<file path="config.mk">
export PLATFORM = sky130hd
export DESIGN_NAME = pbx_exchanger
export DESIGN_NICKNAME = d
export VERILOG_FILES = /design/src/rtl/pbx_pkg.sv /design/src/rtl/pbx_latch.sv /design/src/rtl/pbx_route_dec.sv /design/src/rtl/pbx_port_mux.sv /design/src/rtl/pbx_exchanger.sv
export SDC_FILE = /design/constraint.sdc
export NUM_CORES = 1
export LEC_CHECK = 0
export BUFFER_PORTS_ARGS = -buffer_cell sky130_fd_sc_hd__clkbuf_2
export CAP_MARGIN = 20
export CORE_MARGIN = 10
export CORE_UTILIZATION = 51
export DETAILED_ROUTE_END_ITERATION = 8
export GPL_TIMING_DRIVEN = 0
export PLACE_DENSITY = 0.77
export SETUP_SLACK_MARGIN = 0.05
export SLEW_MARGIN = 30
export SYNTH_ARGS = -nofsm -noshare
export SYNTH_HDL_FRONTEND = slang
export SYNTH_SLANG_ARGS = --single-unit
</file>
<file path="constraint.sdc">
create_clock -name clk -period 1.5 [get_ports clk]
set_clock_uncertainty 0.2 [all_clocks]
set_input_delay 0.225 -clock clk [delete_from_list [all_inputs] [get_ports clk]]
set_output_delay 0.225 -clock clk [all_outputs]
set_load 0.1 [all_outputs]
</file>
<file path="src/rtl/pbx_pkg.sv">
package pbx_pkg;

    typedef enum logic [1:0] {
        SRC_A       = 2'd0,
        SRC_B       = 2'd1,
        SRC_C_VIA_A = 2'd2,
        SRC_C_VIA_B = 2'd3
    } route_e;

    // Stage index: 0 A->C, 1 C->A, 2 B->C, 3 C->B; NONE means port off
    typedef enum logic [2:0] {
        PICK_AC   = 3'd0,
        PICK_CA   = 3'd1,
        PICK_BC   = 3'd2,
        PICK_CB   = 3'd3,
        PICK_NONE = 3'd4
    } pick_e;

    typedef struct packed {
        pick_e pick;
        logic  inv;
    } drive_t;

    localparam int NUM_STAGES = 4;

endpackage

</file>
<file path="src/rtl/pbx_latch.sv">
module pbx_latch #(
    parameter int W = 9
) (
    input  logic         clk,
    input  logic         rst_n,
    input  logic         le,
    input  logic [W-1:0] d,
    output logic [W-1:0] q
);

    logic [W-1:0] held;
    logic         armed;

    always_ff @(posedge clk) begin
        if (!rst_n) begin
            held  <= '0;
            armed <= 1'b0;
        end else begin
            armed <= 1'b1;
            if (!le) held <= d;
        end
    end

    assign q = le ? held : d;


    hold_stable_chk: assert property (@(posedge clk) disable iff (!rst_n)
        (armed && le && $past(le)) |-> $stable(q));


    capture_chk: assert property (@(posedge clk) disable iff (!rst_n)
        (armed && le && !$past(le)) |-> (q == $past(d)));

endmodule

</file>
<file path="src/rtl/pbx_route_dec.sv">
module pbx_route_dec
    import pbx_pkg::*;
(
    input  logic [1:0] sel,
    input  logic       oe_a,
    input  logic       oe_b,
    input  logic       oe_c,
    input  logic       par_inv,
    output drive_t     a_drv,
    output drive_t     b_drv,
    output drive_t     c_drv
);

    route_e route;
    assign route = route_e'(sel);

    always_comb begin
        a_drv = '{pick: PICK_NONE, inv: 1'b0};
        b_drv = '{pick: PICK_NONE, inv: 1'b0};
        c_drv = '{pick: PICK_NONE, inv: 1'b0};
        unique case (route)
            SRC_A: begin
                if (oe_a) a_drv = '{pick: PICK_AC, inv: 1'b0};
                if (oe_b) b_drv = '{pick: PICK_AC, inv: 1'b0};
                if (oe_c) c_drv = '{pick: PICK_AC, inv: par_inv};
            end
            SRC_B: begin
                if (oe_a) a_drv = '{pick: PICK_BC, inv: 1'b0};
                if (oe_b) b_drv = '{pick: PICK_BC, inv: 1'b0};
                if (oe_c) c_drv = '{pick: PICK_BC, inv: par_inv};
            end
            SRC_C_VIA_A: begin
                if (oe_a && !oe_c) a_drv = '{pick: PICK_CA, inv: par_inv};
                if (oe_b)          b_drv = '{pick: PICK_CB, inv: par_inv};
                if (oe_c)          c_drv = '{pick: PICK_CA, inv: 1'b0};
            end
            SRC_C_VIA_B: begin
                if (oe_a)          a_drv = '{pick: PICK_CA, inv: par_inv};
                if (oe_b && !oe_c) b_drv = '{pick: PICK_CB, inv: par_inv};
                if (oe_c)          c_drv = '{pick: PICK_CB, inv: 1'b0};
            end
            default: ;
        endcase
    end

endmodule

</file>
<file path="src/rtl/pbx_port_mux.sv">
module pbx_port_mux
    import pbx_pkg::*;
#(
    parameter int W = 9
) (
    input  drive_t                       drv,
    input  logic [NUM_STAGES-1:0][W-1:0] q,
    output logic [W-1:0]                 out,
    output logic                         valid
);

    localparam logic [W-1:0] PAR_MASK = {1'b1, {(W-1){1'b0}}};

    always_comb begin
        if (drv.pick == PICK_NONE) begin
            out   = '0;
            valid = 1'b0;
        end else begin
            out   = q[drv.pick[1:0]] ^ (drv.inv ? PAR_MASK : '0);
            valid = 1'b1;
        end
    end

endmodule

</file>
<file path="src/rtl/pbx_exchanger.sv">
module pbx_exchanger
    import pbx_pkg::*;
#(
    parameter int W = 9
) (
    input  logic         clk,
    input  logic         rst_n,
    input  logic [1:0]   sel,
    input  logic         oe_a,
    input  logic         oe_b,
    input  logic         oe_c,
    input  logic         le_ac,
    input  logic         le_ca,
    input  logic         le_bc,
    input  logic         le_cb,
    input  logic         par_inv,
    input  logic [W-1:0] a_in,
    input  logic [W-1:0] b_in,
    input  logic [W-1:0] c_in,
    output logic [W-1:0] a_out,
    output logic [W-1:0] b_out,
    output logic [W-1:0] c_out,
    output logic         a_valid,
    output logic         b_valid,
    output logic         c_valid
);

    localparam logic [W-1:0] PAR_MASK = {1'b1, {(W-1){1'b0}}};

    logic [NUM_STAGES-1:0][W-1:0] stage_d;
    logic [NUM_STAGES-1:0][W-1:0] stage_q;
    logic [NUM_STAGES-1:0]        stage_le;
    drive_t                       drv [3];
    logic [2:0][W-1:0]            port_out;
    logic [2:0]                   port_valid;

    assign stage_d  = {c_in, b_in, c_in, a_in};
    assign stage_le = {le_cb, le_bc, le_ca, le_ac};

    for (genvar i = 0; i < NUM_STAGES; i++) begin : g_stage
        pbx_latch #(.W(W)) u_stage (
            .clk   (clk),
            .rst_n (rst_n),
            .le    (stage_le[i]),
            .d     (stage_d[i]),
            .q     (stage_q[i])
        );
    end

    pbx_route_dec u_dec (
        .sel     (sel),
        .oe_a    (oe_a),
        .oe_b    (oe_b),
        .oe_c    (oe_c),
        .par_inv (par_inv),
        .a_drv   (drv[0]),
        .b_drv   (drv[1]),
        .c_drv   (drv[2])
    );

    for (genvar p = 0; p < 3; p++) begin : g_port
        pbx_port_mux #(.W(W)) u_mux (
            .drv   (drv[p]),
            .q     (stage_q),
            .out   (port_out[p]),
            .valid (port_valid[p])
        );
    end

    assign a_out   = port_out[0];
    assign b_out   = port_out[1];
    assign c_out   = port_out[2];
    assign a_valid = port_valid[0];
    assign b_valid = port_valid[1];
    assign c_valid = port_valid[2];


    off_port_chk: assert property (@(posedge clk) disable iff (!rst_n)
        (!oe_a |-> (!a_valid && a_out == '0)) and
        (!oe_b |-> (!b_valid && b_out == '0)) and
        (!oe_c |-> (!c_valid && c_out == '0)));


    readback_closed_chk: assert property (@(posedge clk) disable iff (!rst_n)
        !((sel == 2'b00 && oe_a && !le_ac) ||
          (sel == 2'b01 && oe_b && !le_bc) ||
          (sel == 2'b10 && oe_c && !le_ca) ||
          (sel == 2'b11 && oe_c && !le_cb)));


    low_bits_chk: assert property (@(posedge clk) disable iff (!rst_n)
        (sel == 2'b01 && c_valid && !le_bc) |-> (c_out[W-2:0] == b_in[W-2:0]));


    c_readback_borrow_chk: assert property (@(posedge clk) disable iff (!rst_n)
        (sel[1] && oe_c) |-> !(sel[0] ? b_valid : a_valid));


    a_fanout_chk: assert property (@(posedge clk) disable iff (!rst_n)
        (sel == 2'b00 && oe_b && oe_c && !le_ac) |->
            (b_out == a_in && c_out == (a_in ^ (par_inv ? PAR_MASK : '0))));

endmodule

</file>
==> impl_metrics.tcl, run 1 <==
set metrics [dict create \
    lastStage "4_1_cts" \
    die_w_um 85.7 \
    num_rows 23 \
    syn-mean-instance-area_sq_um 8.62 \
    initial_core_util_pct 53.8 \
    syn_inst 255 \
    cts_made_buffers 5 \
    ys_types 31 \
    root_buffer "clkbuf_8" \
    cts_buffer_depth 2 \
    syn_area_sq_um 2200 \
    dp_hpwl_um 5450 \
    synth.net_count 294 \
    error "[ERROR DPL-0038] Utilization greater than 100%, impossible to legalize" \
    yosysWarnings 0 \
    port_buffers 65 \
    status "did not finish" \
    ios 69 \
    cts_setup_buffers 27 \
    post_cts_resized 218 \
    die_height_um 85.7 \
    gp_congestion 0.829 \
    cts_max_level 2 \
    place_area_sq_um 3080 \
    clock_sinks 36 \
    ys_seq_area_share_pct 32.8 \
    synth-seq-cells 36 \
    cts_hold_buf 0 \
]
per-stage QoR:
stage / TNS (ns) / setup slack, ns / hold WS [ns] / cells
floorplan: -6.73 / -0.572 / 0.150 / 255
global placement: -18.31 / -0.748 / 0.311 / 370
detailed placement: -19.05 / -0.783 / 0.327 / 370
Yosys cell counts, drive strengths merged:
cell type	n	area, sq um
a211o	1	8.76
a211oi	1	7.51
a31oi	9	56.3
and2	4	25.0
and2b	3	23.8
and3b	1	8.76
buf	11	100
clkbuf	7	26.3
dfxtp	36	721
inv	3	11.3
mux2	5	56.3
mux2i	45	450
nand2	9	33.8
nand2b	2	12.5
nand3	13	65.1
nand3b	1	11.3
nor2	30	113
nor2b	33	209
o211a	5	50.1
o21ai	25	133
o22ai	7	43.8
or3	1	6.26
xor2	3	26.3
cells by family after synthesis:
| kind of cell | count (synthesis) | share of synthesized area, % |
|---|---|---|
| AOI/OAI and AO/OA | 48 | 13.6 |
| muxes | 50 | 23.1 |
| xor gates and xnor gates | 3 | 1.20 |
| and+or+nand+nor | 97 | 23.1 |
| buffers and inverters | 21 | 6.26 |
| DFF | 36 | 32.8 |
==> run 2: changes to the inputs <==
- CORE_UTILIZATION: 51 -> 40
- PLACE_DENSITY: 0.77 -> not set
- PLACE_DENSITY_LB_ADDON: not set -> 0.15
- SETUP_SLACK_MARGIN: 0.05 -> not set
==> impl_metrics.tcl, run 2 <==
set metrics [dict create \
    die_w_um 94.1 \
    seq_power_share_pct 28.4 \
    synth-compound-area-share_pct 13.6 \
    period_minus_slack_ns 2.04 \
    netSwitchingFraction_pct 41.5 \
    drv_cap 0 \
    synth_top_area_share_pct 32.8 \
    cts_hold_buf 0 \
    largest-register "g_stage.u_stage.held" \
    drcViolationCount 0 \
    grt_pass1_vias 2574 \
    ys_seq_area_share_pct 32.8 \
    drv_slew 0 \
    synth_top_family_by_area "simple AND/OR/NAND/NOR gates" \
    yosysWarnings 0 \
    p_per_area_nw_per_um2 770 \
    cp_slowest_cell "dfxtp_2" \
    yosys.area.top_type "dfxtp_1" \
    place_inst 390 \
    crit_required_ns 1.07 \
    synth-simple-area-share_pct 23.1 \
    die_area_sq_um 8860 \
    critPathBufInv 1 \
    comb_power_share_pct 52.9 \
    worst_slack_ns -0.536 \
    async_flop_share_pct 0 \
    hold_viol 0 \
    routed_wl_um 11600 \
    reg_top3 "g_stage.u_stage.held: 36 flops" \
    critPathArrivalTime_ns 1.61 \
    cts_tree "done" \
    p_switching_mw 1.55 \
    fin_util_pct 93.5 \
    n_antenna_cell 0 \
    grt_pass1_wl_um 14200 \
    rsz0062_at_grt "yes" \
    clock_sinks 36 \
    largest_reg_flops 36 \
    drive_gt1_share_pct 73.4 \
    holdWs_ns 0.0479 \
    violations "negative setup slack" \
    multi_input_area_sq_um 2280 \
    syn_to_final_growth_pct 121 \
    crit_path_start_kind "flop" \
    crit_type "reg2out" \
    root_buffer "clkbuf_8" \
    setup_violations 29 \
    port_buffers 65 \
    path_max_fanout 3 \
    ys_types 31 \
    synth_mux_area_share_pct 23.1 \
    grt_usage_pct 20.4 \
    cpPeakStageDelay_ns 0.33 \
    dp_hpwl_um 5370 \
    via_per_inst 5.98 \
    synthFlopType "dfxtp_1" \
    p_clk_share_pct 18.6 \
    clock_latency_ns 0.30 \
    synth.net_count 294 \
    cts_buffer_depth 2 \
    syn_area_sq_um 2200 \
    gp_congestion 0.839 \
    drt_iter0_markers 176 \
    final.period_utilization_pct 136 \
    worst_hold_path_type "in2reg" \
    layout_commonest_cell "clkbuf_16" \
    place_ws_ns -0.777 \
    fmaxAchievable_ghz 0.491 \
    ff_latch_area_sq_um 753 \
    synth.top_cells.by_area "dfxtp_1 33%, mux2i_1 20%, nor2b_1 9.1%" \
    num_rows 26 \
    wl_per_cell_um 26.5 \
    synthAdderAreaFrac_pct 0 \
    final_cell_mix "33 x clkbuf_16, 32 x clkbuf_2, 32 x nor2b_1" \
    worstPathCellList "mux2i_2 > mux2_4 > xor2_2 > o21ai_4 > clkbuf_16" \
    status "finished, violations left" \
    post-synth-top-count-cell "mux2i_1" \
    ir_drop_mv 0.712 \
    end_kind "primary output" \
    overflow 0 \
    synthXorXnorAreaFrac_pct 1.20 \
    die_height_um 94.1 \
    worstMarginPinSlew_ns 0.571 \
    num_vias 2620 \
    clk_pin_slew_ns 0.08 \
    leakage_nw 1.89 \
    ant_nets 0 \
    initial_core_util_pct 42.2 \
    path_delay_family "multiplexers" \
    coreArea_sq_um 5200 \
    fillers 144 \
    synthTopCellsByCount "45 x mux2i_1, 36 x dfxtp_1, 32 x nor2b_1" \
    synth-seq-cells 36 \
    syn-mean-instance-area_sq_um 8.62 \
    drtPass1Iterations 6 \
    syn_inst 255 \
    antenna_found_initial 0 \
    grt_max_degree 11 \
    ios 69 \
    cts_made_buffers 5 \
    design_power_total_mw 3.75 \
    internal_power_mw 2.19 \
    maxSlewHeadroom_pct 61.9 \
    final-instance-count-excl-fill 438 \
    synth_edf_count 0 \
    cts_max_level 2 \
    final_nets 407 \
]
## run 2: tightest hold or removal path, delay by kind of cell
family        cells  cell delay (ns)
buf+inv           1             0.11
simple gates      1             0.10
mux               1             0.08
## run 2: path summary, 6_finish.rpt
| check | slack, ns | start | cells after the start | to |
|---|---|---|---|---|
| hold / removal | 0.05 | b_in[1] | 3 | g_stage[2].u_stage.held[1] |
| setup / recovery | -0.54 | g_stage[0].u_stage.held[8] | 5 | c_out[8] |
| setup reg to reg | 0.35 | g_stage[1].u_stage.held[1] | 3 | g_stage[1].u_stage.held[1] |
| hold reg to reg | 0.37 | g_stage[2].u_stage.held[1] | 2 | g_stage[2].u_stage.held[1] |
## run 2: power groups by stage
stage | clock [mW] | combinational [mW] | sequential (mW)
finish | 0.699 | 1.98 | 1.07
global route | 0.733 | 2.03 | 1.07
detailed placement | 0 | 1.26 | 1.05
global placement | 0 | 1.25 | 1.05
CTS | 0.658 | 1.73 | 1.05
floorplan | 0 | 1.03 | 1.05
## run 2: through the flow
step	instance area [sq um]	setup TNS, ns
after floorplan	2690	-6.73
after global placement	3110	-19.03
after detailed placement	3110	-19.10
after CTS	4420	-9.73
after global routing	4860	-11.92
final	4860	-11.16
## run 2: final cells by class
class | instances | area share, %
Buffer | 17 | 4.76
Clock buffer | 6 | 1.49
Clock inverter | 1 | 0.103
Inverter | 3 | 0.334
Multi-Input combinational cell | 198 | 47.0
Sequential cell | 36 | 15.5
Tap cell | 70 | 1.80
Timing Repair Buffer | 107 | 29.1
## run 2: what timing repair did
action	in CTS	in global routing
hold endpoints to repair	0	0
buffers inserted	15	22
gates resized for setup	184	64
setup endpoints to repair	29	29
pin swaps	31	17
cloned	3	2
## run 2: cell families (layout without fill, tap and decap cells)
logic type | count (synthesis) | in the layout
muxes | 50 | 50
buffers and inverters | 21 | 134
DFF | 36 | 36
xor gates and xnor gates | 3 | 3
AOI/OAI and AO/OA | 48 | 48
and+or+nand+nor | 97 | 97
## run 2: layer usage
metal | wire (um) | GRT usage, % | up-vias
met3 | 824 | 5.52 | 50
met4 | 550 | 6.20 | 0
met5 | 0 | 0 | -
li1 | - | - | 1123
met1 | 4290 | 23.7 | 1276
met2 | 5960 | 35.3 | 171
(Power assumes the default switching activity.)
